<file path="config.mk">
export PLATFORM = sky130hd
export DESIGN_NAME = wmac_seq
export DESIGN_NICKNAME = d
export VERILOG_FILES = /design/src/rtl/wmac_pkg.sv /design/src/rtl/wmac_vc_enc.sv /design/src/rtl/wmac_phase_fsm.sv /design/src/rtl/wmac_avail_map.sv /design/src/rtl/wmac_seq.sv
export SDC_FILE = /design/constraint.sdc
export NUM_CORES = 1
export LEC_CHECK = 0
export BUFFER_PORTS_ARGS = -buffer_cell sky130_fd_sc_hd__buf_2
export CAP_MARGIN = 20
export CORE_MARGIN = 2
export CORE_UTILIZATION = 47
export DETAILED_ROUTE_END_ITERATION = 16
export MAX_ROUTING_LAYER = met4
export PLACE_DENSITY = 0.77
export SYNTH_ARGS = -nofsm -noshare
export SYNTH_HDL_FRONTEND = slang
export SYNTH_SLANG_ARGS = --single-unit
</file>
<file path="constraint.sdc">
create_clock -name clk -period 1.5 [get_ports clk]
set_input_delay 0.375 -clock clk [delete_from_list [all_inputs] [get_ports clk]]
set_output_delay 0.375 -clock clk [all_outputs]
set_load 0.01 [all_outputs]
</file>
<file path="src/rtl/wmac_pkg.sv">
package wmac_pkg;
    typedef enum logic {
        PH_DATA = 1'b0,
        PH_CTRL = 1'b1
    } phase_e;
endpackage

</file>
<file path="src/rtl/wmac_vc_enc.sv">
module wmac_vc_enc #(
    parameter int NUM_VC = 4,
    localparam int VCW   = $clog2(NUM_VC)
) (
    input  logic [NUM_VC-1:0] vc_busy,
    output logic [VCW:0]      word
);
    logic [VCW-1:0] low_free;

    always_comb begin
        low_free = '0;
        for (int i = NUM_VC - 1; i >= 0; i--) begin
            if (!vc_busy[i]) low_free = VCW'(i);
        end
        word = {&vc_busy, low_free};
    end

    always_comb begin
        if (!word[VCW]) begin
            AST_FREE_IS_FREE: assert (!vc_busy[word[VCW-1:0]]);
        end
    end
endmodule

</file>
<file path="src/rtl/wmac_phase_fsm.sv">
module wmac_phase_fsm
    import wmac_pkg::*;
#(
    parameter int N_HUBS     = 4,
    parameter int EPOCH_CYC  = 6,
    parameter int FLIT_LIMIT = 3,
    parameter int CTRL_CYC   = 3,
    localparam int IDW = $clog2(N_HUBS),
    localparam int CW  = $clog2(EPOCH_CYC + 1),
    localparam int FW  = $clog2(FLIT_LIMIT + 1),
    localparam int KW  = $clog2(CTRL_CYC + 1)
) (
    input  logic           clk,
    input  logic           rst_n,
    input  logic           flit_tx,
    output logic           done,
    output logic [IDW-1:0] token,
    output logic           load_map
);
    phase_e         st_q, st_d;
    logic [CW-1:0]  cyc_q, cyc_d;
    logic [FW-1:0]  flt_q, flt_d;
    logic [KW-1:0]  ctl_q, ctl_d;
    logic [IDW-1:0] tok_q, tok_d;
    logic           end_data, end_ctrl;

    always_ff @(posedge clk or negedge rst_n) begin
        if (!rst_n) begin
            st_q  <= PH_DATA;
            cyc_q <= '0;
            flt_q <= '0;
            ctl_q <= '0;
            tok_q <= '0;
        end else begin
            st_q  <= st_d;
            cyc_q <= cyc_d;
            flt_q <= flt_d;
            ctl_q <= ctl_d;
            tok_q <= tok_d;
        end
    end

    always_comb begin
        st_d     = st_q;
        cyc_d    = cyc_q;
        flt_d    = flt_q;
        ctl_d    = ctl_q;
        tok_d    = tok_q;
        end_data = 1'b0;
        end_ctrl = 1'b0;
        unique case (st_q)
            PH_DATA: begin
                end_data = (cyc_q == CW'(EPOCH_CYC - 1)) ||
                           (flit_tx && (flt_q == FW'(FLIT_LIMIT - 1)));
                if (end_data) begin
                    st_d  = PH_CTRL;
                    cyc_d = '0;
                    flt_d = '0;
                    ctl_d = '0;
                    tok_d = (tok_q == IDW'(N_HUBS - 1)) ? '0 : tok_q + 1'b1;
                end else begin
                    cyc_d = cyc_q + 1'b1;
                    if (flit_tx) flt_d = flt_q + 1'b1;
                end
            end
            PH_CTRL: begin
                end_ctrl = (ctl_q == KW'(CTRL_CYC - 1));
                if (end_ctrl) begin
                    st_d  = PH_DATA;
                    ctl_d = '0;
                end else begin
                    ctl_d = ctl_q + 1'b1;
                end
            end
            default: st_d = PH_DATA;
        endcase
    end

    always_comb begin
        done     = (st_q == PH_CTRL);
        token    = tok_q;
        load_map = end_ctrl;
    end

    AST_TOKEN_STEP: assert property (@(posedge clk) disable iff (!rst_n)
        $rose(done) |-> (tok_q == (($past(tok_q) == IDW'(N_HUBS - 1)) ? '0 : $past(tok_q) + 1'b1)));
    AST_TOKEN_HELD: assert property (@(posedge clk) disable iff (!rst_n)
        (done && $past(done)) |-> $stable(tok_q));
    AST_EPOCH_BOUND: assert property (@(posedge clk) disable iff (!rst_n)
        !done |-> (cyc_q < CW'(EPOCH_CYC)));
    AST_CTRL_BOUND: assert property (@(posedge clk) disable iff (!rst_n)
        done |-> (ctl_q < KW'(CTRL_CYC)));
    AST_FLIT_IDLE_CTRL: assert property (@(posedge clk) disable iff (!rst_n)
        done |-> (flt_q == '0));
endmodule

</file>
<file path="src/rtl/wmac_avail_map.sv">
module wmac_avail_map #(
    parameter int N_HUBS = 4,
    parameter int HUB_ID = 1,
    parameter int WW     = 3
) (
    input  logic                clk,
    input  logic                rst_n,
    input  logic                load,
    input  logic                done,
    input  logic [WW-1:0]       own_word,
    input  logic [N_HUBS*WW-1:0] rx_words,
    output logic [N_HUBS*WW-1:0] map
);
    localparam logic [WW-1:0] FULL_WORD = {1'b1, {(WW-1){1'b0}}};

    for (genvar g = 0; g < N_HUBS; g++) begin : g_ent
        logic [WW-1:0] ent_q;
        always_ff @(posedge clk or negedge rst_n) begin
            if (!rst_n)    ent_q <= FULL_WORD;
            else if (load) ent_q <= (g == HUB_ID) ? own_word : rx_words[g*WW +: WW];
        end
        assign map[g*WW +: WW] = ent_q;
    end

    AST_MAP_FROZEN: assert property (@(posedge clk) disable iff (!rst_n)
        (done && $past(done)) |-> $stable(map));
    AST_MAP_DATA_STABLE: assert property (@(posedge clk) disable iff (!rst_n)
        (!done && !$fell(done)) |-> $stable(map));
endmodule

</file>
<file path="src/rtl/wmac_seq.sv">
module wmac_seq
    import wmac_pkg::*;
#(
    parameter int N_HUBS     = 4,
    parameter int NUM_VC     = 4,
    parameter int EPOCH_CYC  = 6,
    parameter int FLIT_LIMIT = 3,
    parameter int CTRL_CYC   = 3,
    parameter int HUB_ID     = 1,
    localparam int IDW = $clog2(N_HUBS),
    localparam int WW  = $clog2(NUM_VC) + 1
) (
    input  logic                  clk,
    input  logic                  rst_n,
    input  logic [NUM_VC-1:0]     vc_busy,
    input  logic                  flit_tx,
    input  logic [N_HUBS*WW-1:0]  rx_words,
    output logic                  done,
    output logic [IDW-1:0]        token_hub,
    output logic                  tx_grant,
    output logic                  xbar_hold,
    output logic [WW-1:0]         ctrl_word,
    output logic [N_HUBS*WW-1:0]  avail_map
);
    logic load_map;

    wmac_phase_fsm #(
        .N_HUBS(N_HUBS), .EPOCH_CYC(EPOCH_CYC),
        .FLIT_LIMIT(FLIT_LIMIT), .CTRL_CYC(CTRL_CYC)
    ) u_fsm (
        .clk(clk), .rst_n(rst_n), .flit_tx(flit_tx),
        .done(done), .token(token_hub), .load_map(load_map)
    );

    wmac_vc_enc #(.NUM_VC(NUM_VC)) u_enc (
        .vc_busy(vc_busy), .word(ctrl_word)
    );

    wmac_avail_map #(.N_HUBS(N_HUBS), .HUB_ID(HUB_ID), .WW(WW)) u_map (
        .clk(clk), .rst_n(rst_n), .load(load_map), .done(done),
        .own_word(ctrl_word), .rx_words(rx_words), .map(avail_map)
    );

    always_comb begin
        tx_grant  = !done && (token_hub == IDW'(HUB_ID));
        xbar_hold = done;
    end

    AST_GRANT_EXCL: assert property (@(posedge clk) disable iff (!rst_n)
        tx_grant |-> !xbar_hold);
    AST_HOLD_RELEASE: assert property (@(posedge clk) disable iff (!rst_n)
        $fell(xbar_hold) |-> $past(load_map));
endmodule

</file>
==> results_dict.tcl <==
set metrics [dict create \
    status "complete, but fails checks" \
    violations "hold timing, setup timing" \
    hpwl_um 1373 \
    synth_area_um2 1023 \
    critPathLaunchType "register" \
    root_buffer "clkbuf_4" \
    overflow 0 \
    fp.dieW_um 50.67 \
    syn2layout_area_growth_pct 29.34 \
    antenna_cells 0 \
    leakagePower_nw 0.6649 \
    finalSetupTns_ns -0.05157 \
    nets 152 \
    setup_viol 2 \
    synth_flop_cell "dfrtp_1" \
    gp_congestion 0.7936 \
    mostFrequentLayoutCells "34 x buf_2, 18 x dfrtp_1, 10 x mux2_2" \
    seq_area_um2 555.5 \
    utilization_pct 66.13 \
    avgSynthCellArea_um2 12.33 \
    cap_violations 0 \
    nFillCells 166 \
    fin_worst_skew_ns 0.006844 \
    antenna_found_initial 0 \
    cts_sinks 22 \
    viasPerCell 5.000 \
    slew_viol_final 0 \
    cts_buffers 3 \
    path_max_fanout 2 \
    drtAntennaViolNets 0 \
    synth-seq-cells 22 \
    port_buffers 35 \
    rsz0062_at_grt "yes" \
    arrival_ns 1.15 \
    htree_levels 1 \
    synth-seq-area-share_pct 54.28 \
    syn-num-nets 107 \
    hold_class "in2async" \
    synth-edff-count 0 \
    grt_pass1_vias 703 \
    reg2reg_from "u_fsm.cyc_q[1]$_DFFE_PN0N_" \
    critPathKind "reg2out" \
    clock_latency_ns 0.31 \
    multi_input_area_um2 435.4 \
    clockBufferDepth 2 \
    r2r_slack_ns 0.07 \
    core-area_um2 2002 \
    cp-end-kind "output port" \
    synthArstFlopShare_pct 100.0 \
    drc 0 \
    r2r-end "u_fsm.token[0]$_DFFE_PN0P_" \
    cts.clk_slew.worst_paths_ns 0.12 \
    drtIter0Drc 2 \
    fin_ws_ns -0.02902 \
    powerDensity_nw_per_um2 2105 \
    placed_area_um2 1231 \
    post_drt_wl_per_cell_um 12.37 \
    grt_usage_pct 16.98 \
    vias 770 \
    grt_max_degree 23 \
    synthCells 83 \
    hold_slack_ns -0.002161 \
    die_h_um 50.67 \
    grt_pass1_wl_um 3098 \
    layout-drive-gt1-share_pct 53.54 \
    cts_tree "built" \
    synth.distinct_cells 27 \
    drt_wl_total_um 1905 \
    design_area_um2 1324 \
    initial_core_util_pct 51.13 \
    holdBufCountCts 0 \
    dr.pass1.iters 4 \
    ys_warn_count 0 \
    vdd_drop_max_uv 1211 \
    clock.fmax_ghz 0.6540 \
    final_common_cell "buf_2" \
    relSlewSlack_pct 69.07 \
    num_rows 16 \
    fin_crit_sh_pct 101.9 \
    hold_viol 7 \
    period_minus_slack_ns 1.529 \
    critical_path_required_ns 1.12 \
    r2r_cells 5 \
    dieArea_um2 2567 \
    io_pins 39 \
    tightest_slew_ns 0.4640 \
]
-- state kept, by name, indices dropped and copies added, names as in the netlist --
signal             cells
u_fsm.done             1
u_map.g_ent.ent_q     12
u_fsm.token            2
u_fsm.flt_q            2
u_fsm.cyc_q            3
u_fsm.ctl_q            2
-- critical path, cell delays in order (launching register included) --
cell     delay (ns)
dfrtp_1        0.41
inv_2          0.08
ha_4           0.11
nor2b_1        0.11
buf_2          0.13
-- logic make-up after synthesis --
group,Yosys count,synth area share [%]
adder cells (fa/ha/maj),5,6.112
multiplexers,14,16.38
buffers and inverters,8,4.401
flip-flops,22,54.28
AND/OR/NAND/NOR,19,8.924
XOR/XNOR,1,0.8559
AO/OA/AOI/OAI,14,9.048
-- worst max path at each step --
stage,from,endpoint,slack [ns]
2_1_floorplan,u_fsm.cyc_q[1]$_DFFE_PN0N_,u_fsm.token[0]$_DFFE_PN0P_,0.19
3_3_place_gp,vc_busy[3],ctrl_word[0],0.15
3_5_place_dp,vc_busy[3],ctrl_word[0],0.12
4_1_cts,u_fsm.token[1]$_DFFE_PN0P_,tx_grant,-0.04
5_1_grt,u_fsm.token[1]$_DFFE_PN0P_,tx_grant,-0.12
6_report,u_fsm.token[1]$_DFFE_PN0P_,tx_grant,-0.03
-- routing by layer --
| metal | share of wire (%) | wire (um) | GRT usage, % |
|---|---|---|---|
| met3 | 4.6 | 87 | 2.083 |
| met5 | 0 | 0 | - |
| met2 | 51 | 967 | 27.85 |
| met1 | 41 | 783 | 19.15 |
| met4 | 3.4 | 65 | 12.16 |
-- timing repair --
item	4_1_cts	5_1_grt
gates resized for setup	0	4
endpoints found under the setup margin	1	1
setup buffers	2	3
pin swaps	0	0
-- power by group --
group,total (W),switching (W),internal [W]
Combinational,0.00136,0.000628,0.000729
Clock,0.000322,0.000174,0.000148
Sequential,0.00111,0.000186,0.000922
Total,0.00279,0.000988,0.00180
-- cells in the mapped netlist, types with 2 or more instances --
master	count	area (um2)
dfrtp_1	18	450.4
nor2b_1	2	12.51
nor2_1	6	22.52
mux2_2	10	112.6
nand2b_1	3	18.77
a21oi_1	4	20.02
dfstp_2	4	105.1
o21ai_0	3	15.01
inv_1	4	15.01
ha_1	5	62.56
nand2_1	6	22.52
mux2_4	3	45.04
-- through the flow --
stage	hold WS, ns	worst slack [ns]	std cells	total power (W)
final	-0.002161	-0.02902	154	0.002787
after global routing	0.02177	-0.1159	154	0.003024
after CTS	0.006833	-0.04089	151	0.002701
after detailed placement	0.3549	0.1237	145	0.002333
after global placement	0.3518	0.1465	145	0.002263
after floorplan	0.07941	0.1856	83	0.001939
-- cell type report --
| type | instances | area share [%] |
|---|---|---|
| Tap cell | 27 | 2.552 |
| Clock buffer | 4 | 2.741 |
| Inverter | 5 | 1.607 |
| Multi-Input combinational cell | 53 | 32.89 |
| Sequential cell | 22 | 41.97 |
| Timing Repair Buffer | 43 | 18.24 |
Power figures use the tool's default switching activity.
